## config.mk

```make
export PLATFORM = sky130hd
export DESIGN_NAME = be_lsu_aligner
export DESIGN_NICKNAME = d
export VERILOG_FILES = /design/src/rtl/lsu_align_pkg.sv /design/src/rtl/lsu_align_ctrl.sv /design/src/rtl/lsu_align_dp.sv /design/src/rtl/be_lsu_aligner.sv
export SDC_FILE = /design/constraint.sdc
export NUM_CORES = 1
export LEC_CHECK = 0
export CAP_MARGIN = 0
export CELL_PAD_IN_SITES_DETAIL_PLACEMENT = 0
export CELL_PAD_IN_SITES_GLOBAL_PLACEMENT = 2
export CORE_MARGIN = 2
export CORE_UTILIZATION = 33
export CTS_BUF_LIST = sky130_fd_sc_hd__clkbuf_8 sky130_fd_sc_hd__clkbuf_16
export DETAILED_ROUTE_END_ITERATION = 7
export DONT_BUFFER_PORTS = 1
export GPL_TIMING_DRIVEN = 0
export PLACE_DENSITY = 0.79
export SETUP_SLACK_MARGIN = 0.3
export SYNTH_ARGS = -nofsm -noshare
export SYNTH_HDL_FRONTEND = slang
export SYNTH_SLANG_ARGS = --single-unit
```

## constraint.sdc

```tcl
create_clock -name clk -period 1.19 [get_ports clk]
set_input_delay 0.0595 -clock clk [delete_from_list [all_inputs] [get_ports clk]]
set_output_delay 0.0595 -clock clk [all_outputs]
set_load 0.01 [all_outputs]
```

## src/rtl/lsu_align_pkg.sv

```systemverilog
package lsu_align_pkg;

  typedef enum logic [1:0] {
    SZ_BYTE = 2'b00,
    SZ_HALF = 2'b01,
    SZ_WORD = 2'b10,
    SZ_RSVD = 2'b11
  } accSize_e;

  // Strobes from the control decoder to the datapath
  typedef struct packed {
    logic     capture;  // load result must be registered this cycle
    logic     signExt;  // narrow load copies its top bit upward
    accSize_e size;     // decoded access width
  } alignCtrl_t;

endpackage

```

## src/rtl/lsu_align_ctrl.sv

```systemverilog
module lsu_align_ctrl
  import lsu_align_pkg::*;
#(
  parameter int LANES = 4,
  parameter int OFF_W = 2
) (
  input  logic             reqValid,
  input  logic             reqLoad,
  input  logic [1:0]       reqSize,
  input  logic             reqUnsigned,
  input  logic [OFF_W-1:0] reqByteOff,
  output alignCtrl_t       ctrl,
  output logic             misalign,
  output logic [LANES-1:0] byteEn
);

  accSize_e         sizeE;
  logic             badAlign;
  logic             okAccess;
  logic [LANES-1:0] laneMask;

  always_comb begin
    sizeE = accSize_e'(reqSize);
    unique case (sizeE)
      SZ_BYTE: badAlign = 1'b0;
      SZ_HALF: badAlign = reqByteOff[0];
      SZ_WORD: badAlign = (reqByteOff != '0);
      default: badAlign = 1'b1;
    endcase
    okAccess = reqValid && !badAlign;
    misalign = reqValid && badAlign;

    ctrl.capture = okAccess && reqLoad;
    ctrl.signExt = !reqUnsigned;
    ctrl.size    = sizeE;
  end

  // Lane k of the word (byte offset k) maps to enable bit LANES-1-k
  always_comb begin
    laneMask = '0;
    for (int k = 0; k < LANES; k++) begin
      unique case (sizeE)
        SZ_BYTE: laneMask[LANES-1-k] = (OFF_W'(k) == reqByteOff);
        SZ_HALF: laneMask[LANES-1-k] = (OFF_W'(k >> 1) == (reqByteOff >> 1));
        SZ_WORD: laneMask[LANES-1-k] = 1'b1;
        default: laneMask[LANES-1-k] = 1'b0;
      endcase
    end
    byteEn = (okAccess && !reqLoad) ? laneMask : '0;
  end

endmodule

```

## src/rtl/lsu_align_dp.sv

```systemverilog
module lsu_align_dp
  import lsu_align_pkg::*;
#(
  parameter int DATA_W = 32,
  parameter int LANES  = 4,
  parameter int OFF_W  = 2
) (
  input  logic              clk,
  input  logic              rstN,
  input  alignCtrl_t        ctrl,
  input  logic [OFF_W-1:0]  reqByteOff,
  input  logic [DATA_W-1:0] storeSrc,
  input  logic [DATA_W-1:0] memRdata,
  output logic [DATA_W-1:0] memWdata,
  output logic [DATA_W-1:0] loadData,
  output logic              loadValid
);

  localparam int HALF_W = 16;
  localparam int BYTE_W = 8;

  logic [OFF_W-1:0]  halfOff;
  logic [BYTE_W-1:0] pickByte;
  logic [HALF_W-1:0] pickHalf;
  logic [DATA_W-1:0] extended;

  // Store path: narrow data copied into every lane it could occupy
  always_comb begin
    unique case (ctrl.size)
      SZ_BYTE: memWdata = {LANES{storeSrc[BYTE_W-1:0]}};
      SZ_HALF: memWdata = {(LANES / 2){storeSrc[HALF_W-1:0]}};
      default: memWdata = storeSrc;
    endcase
  end

  // Load path: big-endian lane pick, offset 0 is the top byte
  always_comb begin
    halfOff  = {reqByteOff[OFF_W-1:1], 1'b0};
    pickByte = memRdata[BYTE_W * (LANES - 1 - int'(reqByteOff)) +: BYTE_W];
    pickHalf = memRdata[BYTE_W * (LANES - 2 - int'(halfOff)) +: HALF_W];
    unique case (ctrl.size)
      SZ_BYTE: extended = {{(DATA_W - BYTE_W){ctrl.signExt & pickByte[BYTE_W-1]}}, pickByte};
      SZ_HALF: extended = {{(DATA_W - HALF_W){ctrl.signExt & pickHalf[HALF_W-1]}}, pickHalf};
      default: extended = memRdata;
    endcase
  end

  always_ff @(posedge clk or negedge rstN) begin
    if (!rstN) begin
      loadValid <= 1'b0;
      loadData  <= '0;
    end else begin
      loadValid <= ctrl.capture;
      if (ctrl.capture) loadData <= extended;
    end
  end

endmodule

```

## src/rtl/be_lsu_aligner.sv

```systemverilog
module be_lsu_aligner
  import lsu_align_pkg::*;
#(
  parameter int DATA_W = 32
) (
  input  logic              clk,
  input  logic              rstN,
  input  logic              reqValid,
  input  logic              reqLoad,
  input  logic [1:0]        reqSize,
  input  logic              reqUnsigned,
  input  logic [1:0]        reqByteOff,
  input  logic [DATA_W-1:0] storeSrc,
  input  logic [DATA_W-1:0] memRdata,
  output logic [DATA_W-1:0] memWdata,
  output logic [DATA_W/8-1:0] memByteEn,
  output logic              misalign,
  output logic [DATA_W-1:0] loadData,
  output logic              loadValid
);

  localparam int LANES = DATA_W / 8;
  localparam int OFF_W = $clog2(LANES);

  alignCtrl_t ctrlS;

  lsu_align_ctrl #(.LANES(LANES), .OFF_W(OFF_W)) ctrlI (
    .reqValid    (reqValid),
    .reqLoad     (reqLoad),
    .reqSize     (reqSize),
    .reqUnsigned (reqUnsigned),
    .reqByteOff  (reqByteOff[OFF_W-1:0]),
    .ctrl        (ctrlS),
    .misalign    (misalign),
    .byteEn      (memByteEn)
  );

  lsu_align_dp #(.DATA_W(DATA_W), .LANES(LANES), .OFF_W(OFF_W)) dpI (
    .clk        (clk),
    .rstN       (rstN),
    .ctrl       (ctrlS),
    .reqByteOff (reqByteOff[OFF_W-1:0]),
    .storeSrc   (storeSrc),
    .memRdata   (memRdata),
    .memWdata   (memWdata),
    .loadData   (loadData),
    .loadValid  (loadValid)
  );

endmodule

```

==> impl_metrics.yaml, run 1 <==
timing:
  rsz0062_at_grt: "true"
  fin_crit_sh: 0.926
  maxSlewViolCount: 0
  final-hold-violation-count: 0
  fin_crit_ns: 1.10
  finalSetupTns_ns: 0
  finalClockSkew_ns: 0
  worst_pin_slew_ns: 0.554
  whs_ns: 0.00879
  setup_violations: 0
  fmax_mhz: 907
  slew-limit-headroom: 0.631
global_route:
  overflow: 0
  grt_use_met1: 0.261
  grt_max_degree: 34
  antenna_found_initial: 0
  top_usage_layer: "met2"
  track_usage: 0.210
  grt_pass1_wl_mm: 12.0
  use_met2: 0.352
  grt_pass1_vias: 2233
  use_met3: 0.0571
finish:
  antenna_cells: 0
  final_util: 0.497
  nNetsFinal: 390
  syn_to_final_growth_pct: 48.0
  drive_gt1_frac: 0.346
  layoutNonFillerInstCount: 398
  fill_cells: 643
  fin_area_um2: 3340
setup_path:
  end_kind: "flop"
  crit_type: "primary input to flop"
  slowest_delay_ns: 0.49
  cp.arrival_ns: 1.27
  critPathMaxFanout: 4
  worstSetupStartpointType: "primary input"
  cp_cell_sequence: "buf_12 -> mux4_2 -> nor4b_4 -> o211ai_4 -> buf_4 -> nand3_1"
  cpMaxStageDelayCell: "mux4_2"
  ff2ff_setup_slack_ns: 0.44
  crit_required_ns: 1.36
drt:
  via_count: 2270
  routed_via_density: 5.70
  firstDrtPassIters: 4
  postRouteAntennaNets: 0
  finalWirelength_mm: 8.16
  drc: 0
  post_drt_wl_per_cell_um: 20.5
  first_iter_violations: 123
floorplan:
  start_util: 0.336
  fp.dieArea_um2: 7510
  core.rowCount: 30
  fp.dieW_um: 86.7
  io-pin-count: 143
  fp.dieH_um: 86.7
  core-area_um2: 6720
clock_tree:
  clk_path_buf_depth: 2
  numCtsBuffers: 5
  numClockSinks: 33
  path_clk_slew_ns: 0.07
  clock_latency_ns: 0.28
  htreeDepth: 2
  cts_root_buf: "clkbuf_8"
  cts_tree: "done"
pwr:
  p_per_area_nw_per_um2: 1070
  p_leak_nw: 1.42
  ir_drop_v: 0.000407
synth:
  yosysUniqueCellTypes: 35
  ys.warnings.count: 0
  yosysSeqAreaShare: 0.366
  synthCells: 259
  netlist_area_um2: 2260
  synth.ff_latch_count: 33
  synth.avg_cell_area_um2: 8.71
  syn_nets: 332
flow_run:
  maxCapViolations: 0
run_status:
  status: "completed"
place:
  numPortBuffers: 0
  post_dp_cell_area_um2: 2480
  routabilityCongestion: 0.794
  place_inst: 339
  place_hpwl_mm: 5.62
hold_path:
  hp-class: "primary input to flop"
where the power goes:
part	switching [mW]	internal (mW)	total [mW]	leakage, nW
sequential	0.281	1.35	1.63	0.409
clock	0.427	0.523	0.950	0.0542
combinational	0.484	0.509	0.994	0.954
total	1.19	2.38	3.58	1.42
flip-flops by register name, indices dropped and copies added, names as in the netlist:
name	count
dpI.loadData	32
dpI.loadValid	1
cell families after synthesis:
kind of cell / Yosys count / share of synthesized area
xor gates and xnor gates: 1 / 0.00388
and+or+nand+nor: 111 / 0.251
DFF: 33 / 0.366
muxes: 26 / 0.130
AOI/OAI and AO/OA: 56 / 0.174
buffers and inverters: 32 / 0.0754
per-stage QoR:
step           total power, mW  worst slack (ns)
6_report                  3.58            0.0875
5_1_grt                   3.78            0.0318
4_1_cts                   3.52            0.0595
3_5_place_dp              2.36            -0.420
3_3_place_gp              2.34            -0.379
2_1_floorplan             2.19            -0.165
worst max-delay path: cells and delay by family:
| kind | cells | cell delay, ns |
|---|---|---|
| buffers and inverters | 2 | 0.26 |
| AO/OA/AOI/OAI | 1 | 0.24 |
| AND/OR/NAND/NOR | 2 | 0.22 |
| multiplexers | 1 | 0.49 |
layout make-up:
| class | instances | area [um2] | share of cell area |
|---|---|---|---|
| multi-input combinational | 194 | 1500 | 0.449 |
| sequential | 33 | 826 | 0.247 |
| timing repair buffer | 51 | 520 | 0.156 |
| buffer | 30 | 284 | 0.0851 |
| tap | 80 | 100 | 0.0300 |
| clock buffer | 7 | 96.3 | 0.0288 |
| inverter | 2 | 7.51 | 0.00225 |
| clock inverter | 1 | 5.00 | 0.00150 |
cell usage after synthesis (all sizes together):
cell	n	area, um2
o41ai	1	8.76
or2	1	6.26
o211ai	2	28.8
mux4	1	22.5
xnor2	1	8.76
buf	18	118
and2	1	6.26
clkbuf	12	45.0
a2111oi	2	17.5
or3	1	6.26
and3	1	6.26
o21ai	18	90.1
mux2	16	180
nor3b	1	7.51
a221oi	7	61.3
a21oi	4	20.0
nor2	7	26.3
o22a	7	61.3
nand3b	14	105
inv	2	7.50
nand2	36	135
nand2b	2	12.5
a21o	8	60.1
nor3	6	30.0
nor4	1	6.26
nand3	39	195
nor4b	1	23.8
mux2i	9	90.1
a31oi	7	43.8
dfrtp	33	826
what timing repair did:
item,in CTS,in global routing
gates cloned,1,1
pin swaps,8,16
hold endpoints to repair,63,0
setup buffers,10,7
hold buffers,32,0
resized for setup,49,27
endpoints found under the setup margin,59,61
metal layers:
layer / share of wire / vias up
met1: 0.41 / 1071
met5: 0 / -
li1: - / 1056
met4: 0.019 / 0
met3: 0.080 / 13
met2: 0.50 / 130
path summary, 6_finish.rpt:
kind,from,end,cells after the start
min in group asynchronous,rstN,dpI.loadValid$_DFF_PN0_,2
setup reg to reg,dpI.loadData[5]$_DFFE_PN0P_,dpI.loadData[5]$_DFFE_PN0P_,1
hold reg to reg,dpI.loadData[21]$_DFFE_PN0P_,dpI.loadData[21]$_DFFE_PN0P_,2
hold / removal,memRdata[5],dpI.loadData[5]$_DFFE_PN0P_,2
max in group asynchronous,rstN,dpI.loadData[11]$_DFFE_PN0P_,2
setup / recovery,reqByteOff[1],dpI.loadData[18]$_DFFE_PN0P_,6
layout by cell type (no fill, tap or decap), types with 2 or more instances in the layout:
master / count
nor2_4: 3
buf_6: 8
o22a_1: 7
buf_8: 3
nand3_2: 7
nand3b_1: 14
a2111oi_4: 2
nand2_2: 2
a21oi_1: 3
nand2_1: 34
nand3_1: 32
dlygate4sd3_1: 31
mux2i_1: 8
clkbuf_2: 4
a21o_1: 7
buf_2: 3
mux2_2: 13
clkbuf_8: 9
mux2_4: 3
buf_12: 6
buf_4: 21
o21ai_1: 16
nor2_1: 3
nand2b_1: 2
dfrtp_1: 33
a221oi_2: 6
nor3_2: 4
a31oi_1: 7
clkbuf_4: 2
(Power assumes the default switching activity.)
==> run 2, diff against run 1 <==
--- a/config.mk
+++ b/config.mk
@@ -6,7 +6,7 @@
 export NUM_CORES = 1
 export LEC_CHECK = 0
 export CAP_MARGIN = 0
-export CELL_PAD_IN_SITES_DETAIL_PLACEMENT = 0
+export CELL_PAD_IN_SITES_DETAIL_PLACEMENT = 1
 export CELL_PAD_IN_SITES_GLOBAL_PLACEMENT = 2
 export CORE_MARGIN = 2
 export CORE_UTILIZATION = 33
==> impl_metrics.yaml, run 2 (same netlist as run 1, synthesis figures left out) <==
run_status:
  status: "completed"
setup_path:
  critPathTopFamily: "multiplexers"
  end_kind: "flop"
  crit_buf_inv: 2
  crit_type: "primary input to flop"
  critPathMaxFanout: 5
  slowest_delay_ns: 0.49
  worstSetupStartpointType: "primary input"
  crit_required_ns: 1.36
  cpMaxStageDelayCell: "mux4_2"
  cp.arrival_ns: 1.32
  cp_cell_sequence: "buf_12 -> mux4_2 -> nor4b_4 -> o211ai_4 -> buf_4 -> nand3_1"
clock_tree:
  clock_latency_ns: 0.29
  numClockSinks: 33
  htreeDepth: 2
  cts_root_buf: "clkbuf_8"
  cts_tree: "done"
  path_clk_slew_ns: 0.07
  numCtsBuffers: 5
  clk_path_buf_depth: 2
finish:
  antenna_cells: 0
  drive_gt1_frac: 0.379
  layout_common_cells: "36 x nand2_1, 33 x dfrtp_1, 30 x dlygate4sd3_1"
  regMostFlops: "dpI.loadData"
  fin_area_um2: 3520
  reg_top3: "dpI.loadData (32), dpI.loadValid (1)"
  fill_cells: 763
  final_common_cell: "nand2_1"
  nNetsFinal: 399
  syn_to_final_growth_pct: 56.0
  largest_reg_flops: 32
  final_util: 0.524
floorplan:
  start_util: 0.336
  fp.dieArea_um2: 7510
  fp.dieW_um: 86.7
  core-area_um2: 6720
  io-pin-count: 143
  fp.dieH_um: 86.7
  core.rowCount: 30
timing:
  fin_crit_ns: 1.15
  whs_ns: 0.00428
  maxSlewViolCount: 0
  finalClockSkew_ns: 0
  final-hold-violation-count: 0
  fin_crit_sh: 0.969
  slew-limit-headroom: 0.622
  worst_pin_slew_ns: 0.567
  setup_violations: 0
  rsz0062_at_grt: "true"
  worst_slack_ns: 0.0365
  fmax_mhz: 867
place:
  dp_slack_ns: -0.413
  post_dp_cell_area_um2: 2480
  place_hpwl_mm: 5.90
  routabilityCongestion: 0.794
  numPortBuffers: 0
flow_run:
  maxCapViolations: 0
hold_path:
  hp-class: "primary input to flop"
drt:
  routed_via_density: 5.88
  postRouteAntennaNets: 0
  first_iter_violations: 87
  drc: 0
  firstDrtPassIters: 4
  via_count: 2393
  post_drt_wl_per_cell_um: 22.6
  finalWirelength_mm: 9.21
pwr:
  p_per_area_nw_per_um2: 1010
  p_leak_nw: 1.52
  ir_drop_v: 0.000379
global_route:
  grt_pass1_vias: 2532
  grt_pass1_wl_mm: 13.5
  antenna_found_initial: 0
  overflow: 0
  grt_max_degree: 34
  track_usage: 0.236
-- run 2: cell types whose count changed in the layout (fill, tap and decap cells not counted), sizes merged --
cell	before	now
buf	42	51
clkbuf	15	14
clkinv	1	2
dlygate4sd3	31	30
inv	2	3
-- run 2: worst paths after layout --
path                       depth (start not counted)                         start                      endpoint  slack [ns]
setup / recovery                                   6                 reqByteOff[1]  dpI.loadData[25]$_DFFE_PN0P_        0.04
hold / removal                                     2                   memRdata[6]   dpI.loadData[6]$_DFFE_PN0P_       0.004
setup reg to reg                                   1   dpI.loadData[0]$_DFFE_PN0P_   dpI.loadData[0]$_DFFE_PN0P_        0.41
hold reg to reg                                    2  dpI.loadData[28]$_DFFE_PN0P_  dpI.loadData[28]$_DFFE_PN0P_        0.56
max in group asynchronous                          2                          rstN  dpI.loadData[19]$_DFFE_PN0P_        0.77
min in group asynchronous                          2                          rstN   dpI.loadData[4]$_DFFE_PN0P_        0.23
-- run 2: final cells by class --
cell class / instances / area, um2 / area share
sequential: 33 / 826 / 0.235
tap: 80 / 100 / 0.0284
timing repair buffer: 60 / 634 / 0.180
buffer: 30 / 335 / 0.0953
clock buffer: 5 / 68.8 / 0.0196
inverter: 2 / 7.51 / 0.00213
clock inverter: 3 / 13.8 / 0.00391
multi-input combinational: 194 / 1530 / 0.436
-- run 2: timing repair --
item | CTS | global route
resized for setup | 58 | 35
hold buffers | 31 | 0
setup endpoints to repair | 60 | 37
hold endpoints to repair | 62 | 0
pin swaps | 8 | 11
setup buffers | 22 | 3
cloned | 2 | 2
-- run 2: report_power, final --
group / switching, mW / leakage [nW] / internal (mW)
clock: 0.434 / 0.0491 / 0.397
combinational: 0.520 / 1.07 / 0.560
sequential: 0.283 / 0.409 / 1.35
total: 1.24 / 1.52 / 2.31
-- run 2: stage by stage --
stage,instances,power [mW],setup TNS (ns)
6_report,407,3.54,0
5_1_grt,407,3.73,-0.0238
4_1_cts,402,3.46,0
3_5_place_dp,339,2.37,-9.21
3_3_place_gp,339,2.34,-8.45
2_1_floorplan,259,2.19,-2.08
-- run 2: per-layer routing --
metal	GRT usage	vias to the layer above	wire length (um)
met2	0.428	119	4820
met5	0	-	0
met4	0.0653	0	163
met1	0.278	1185	3590
met3	0.0505	15	637
li1	-	1074	-
==> run 3, diff against run 2 <==
--- a/config.mk
+++ b/config.mk
@@ -9,12 +9,12 @@
 export CELL_PAD_IN_SITES_DETAIL_PLACEMENT = 1
 export CELL_PAD_IN_SITES_GLOBAL_PLACEMENT = 2
 export CORE_MARGIN = 2
-export CORE_UTILIZATION = 33
+export CORE_UTILIZATION = 36
 export CTS_BUF_LIST = sky130_fd_sc_hd__clkbuf_8 sky130_fd_sc_hd__clkbuf_16
 export DETAILED_ROUTE_END_ITERATION = 7
 export DONT_BUFFER_PORTS = 1
 export GPL_TIMING_DRIVEN = 0
-export PLACE_DENSITY = 0.79
+export PLACE_DENSITY = 0.85
 export SETUP_SLACK_MARGIN = 0.3
 export SYNTH_ARGS = -nofsm -noshare
 export SYNTH_HDL_FRONTEND = slang
==> constraint.sdc (replaced) <==
create_clock -name clk -period 1.4 [get_ports clk]
set_input_delay 0.07 -clock clk [delete_from_list [all_inputs] [get_ports clk]]
set_output_delay 0.07 -clock clk [all_outputs]
set_load 0.01 [all_outputs]
==> impl_metrics.yaml, run 3 (same netlist as run 1, synthesis figures left out) <==
drt:
  post_drt_wl_per_cell_um: 22.4
  postRouteAntennaNets: 0
  drc: 0
  firstDrtPassIters: 4
  finalWirelength_mm: 8.52
  routed_via_density: 6.03
  first_iter_violations: 66
  via_count: 2292
setup_path:
  worstSetupStartpointType: "primary input"
  crit_cells: 9
  critPathTopFamily: "buffers and inverters"
  end_kind: "flop"
  slowest_delay_ns: 0.17
  reg2reg_depth: 1
  critPathMaxFanout: 5
  cp_cell_sequence: "buf_12 -> buf_6 -> nor3_4 -> o211ai_1 -> buf_4 -> buf_6 -> clkbuf_16 -> a21o_1 -> o22a_1"
  cpMaxStageDelayCell: "buf_4"
  ff2ff_setup_slack_ns: 0.63
  crit_top_cell: "buf_6"
  crit_type: "primary input to flop"
  crit_buf_inv: 5
  crit_required_ns: 1.58
  cp.arrival_ns: 1.33
finish:
  final_util: 0.519
  fill_cells: 685
  layout_common_cells: "36 x nand2_1, 33 x dfrtp_1, 23 x nand3_1, 23 x dlygate4sd3_1"
  reg_top3: "dpI.loadData (32), dpI.loadValid (1)"
  largest_reg_flops: 32
  antenna_cells: 0
  nNetsFinal: 377
  final_common_cell: "nand2_1"
  syn_to_final_growth_pct: 37.7
  drive_gt1_frac: 0.341
  regMostFlops: "dpI.loadData"
global_route:
  grt_pass1_vias: 2489
  grt_max_degree: 34
  grt_pass1_wl_mm: 13.4
  track_usage: 0.242
  antenna_found_initial: 0
  overflow: 0
clock_tree:
  clock_latency_ns: 0.29
  numCtsBuffers: 5
  numClockSinks: 33
  cts_root_buf: "clkbuf_8"
  path_clk_slew_ns: 0.07
  cts_tree: "done"
  htreeDepth: 2
  clk_path_buf_depth: 2
pwr:
  p_total_mw: 2.98
  p_per_area_nw_per_um2: 960
  ir_drop_v: 0.000566
  p_leak_nw: 1.37
timing:
  maxSlewViolCount: 0
  rsz0062_at_grt: "true"
  worst_pin_slew_ns: 0.505
  setup_violations: 0
  fin_crit_ns: 1.15
  worst_slack_ns: 0.250
  fin_crit_sh: 0.821
  slew-limit-headroom: 0.663
  final-hold-violation-count: 0
  fmax_mhz: 870
  whs_ns: 0.00522
  finalClockSkew_ns: 0
place:
  dp_slack_ns: -0.223
  place_hpwl_mm: 5.96
  numPortBuffers: 0
  routabilityCongestion: 0.821
hold_path:
  hold-path-cell-count: 2
  hp-class: "primary input to flop"
floorplan:
  fp.dieH_um: 83.2
  io-pin-count: 143
  fp.dieW_um: 83.2
  core.rowCount: 28
  start_util: 0.377
  fp.dieArea_um2: 6920
  core-area_um2: 5990
run_status:
  status: "completed"
flow_run:
  maxCapViolations: 0
## run 3: changes by cell type in the layout (fill, tap and decap cells not counted), moves of 4 or more
cell / change
buf_12: -4
mux2_2: +8
dlygate4sd3_1: -7
nand3_1: -5
mux2_4: -8
buf_4: -10
buf_2: +4
nand3_2: +5
## run 3: routing by layer
| metal | vias up | global-route usage | part of all wire | wire length, um |
|---|---|---|---|---|
| met5 | - | 0 | 0 | 0 |
| met4 | 0 | 0.0641 | 0.014 | 123 |
| met3 | 12 | 0.0577 | 0.079 | 676 |
| met2 | 114 | 0.435 | 0.52 | 4390 |
| met1 | 1135 | 0.287 | 0.39 | 3330 |
| li1 | 1031 | - | - | - |
## run 3: cell type report
class | count | area (um2) | area share
tap | 75 | 93.8 | 0.0302
clock inverter | 1 | 5.00 | 0.00161
sequential | 33 | 826 | 0.266
buffer | 30 | 238 | 0.0765
multi-input combinational | 194 | 1450 | 0.465
clock buffer | 7 | 96.3 | 0.0310
timing repair buffer | 38 | 395 | 0.127
inverter | 2 | 7.51 | 0.00242
## run 3: path summary, 6_finish.rpt
path,startpoint,end
worst max-delay path,reqByteOff[1],dpI.loadData[2]$_DFFE_PN0P_
worst min-delay path,memRdata[1],dpI.loadData[1]$_DFFE_PN0P_
worst max register to register,dpI.loadData[3]$_DFFE_PN0P_,dpI.loadData[3]$_DFFE_PN0P_
worst min register to register,dpI.loadData[22]$_DFFE_PN0P_,dpI.loadData[22]$_DFFE_PN0P_
max in group asynchronous,rstN,dpI.loadValid$_DFF_PN0_
min in group asynchronous,rstN,dpI.loadData[21]$_DFFE_PN0P_
## run 3: power by group
part	total, mW	leakage, nW	switching [mW]	internal (mW)
combinational	0.790	0.903	0.409	0.381
sequential	1.38	0.409	0.236	1.15
clock	0.809	0.0542	0.364	0.445
total	2.98	1.37	1.01	1.97
## run 3: stage by stage
step | instance area (um2) | cells | TNS [ns]
floorplan | 2330 | 259 | 0
global placement | 2420 | 334 | -3.51
detailed placement | 2420 | 334 | -3.71
CTS | 3020 | 377 | 0
global route | 3110 | 380 | 0
finish | 3110 | 380 | 0
## run 3: repair_timing
action | 4_1_cts | 5_1_grt
hold buffers | 24 | 0
setup buffers | 10 | 2
gates resized for setup | 43 | 33
pin swaps | 3 | 5
gates cloned | 1 | 1
endpoints found under the hold margin | 55 | 0
setup endpoints to repair | 58 | 43
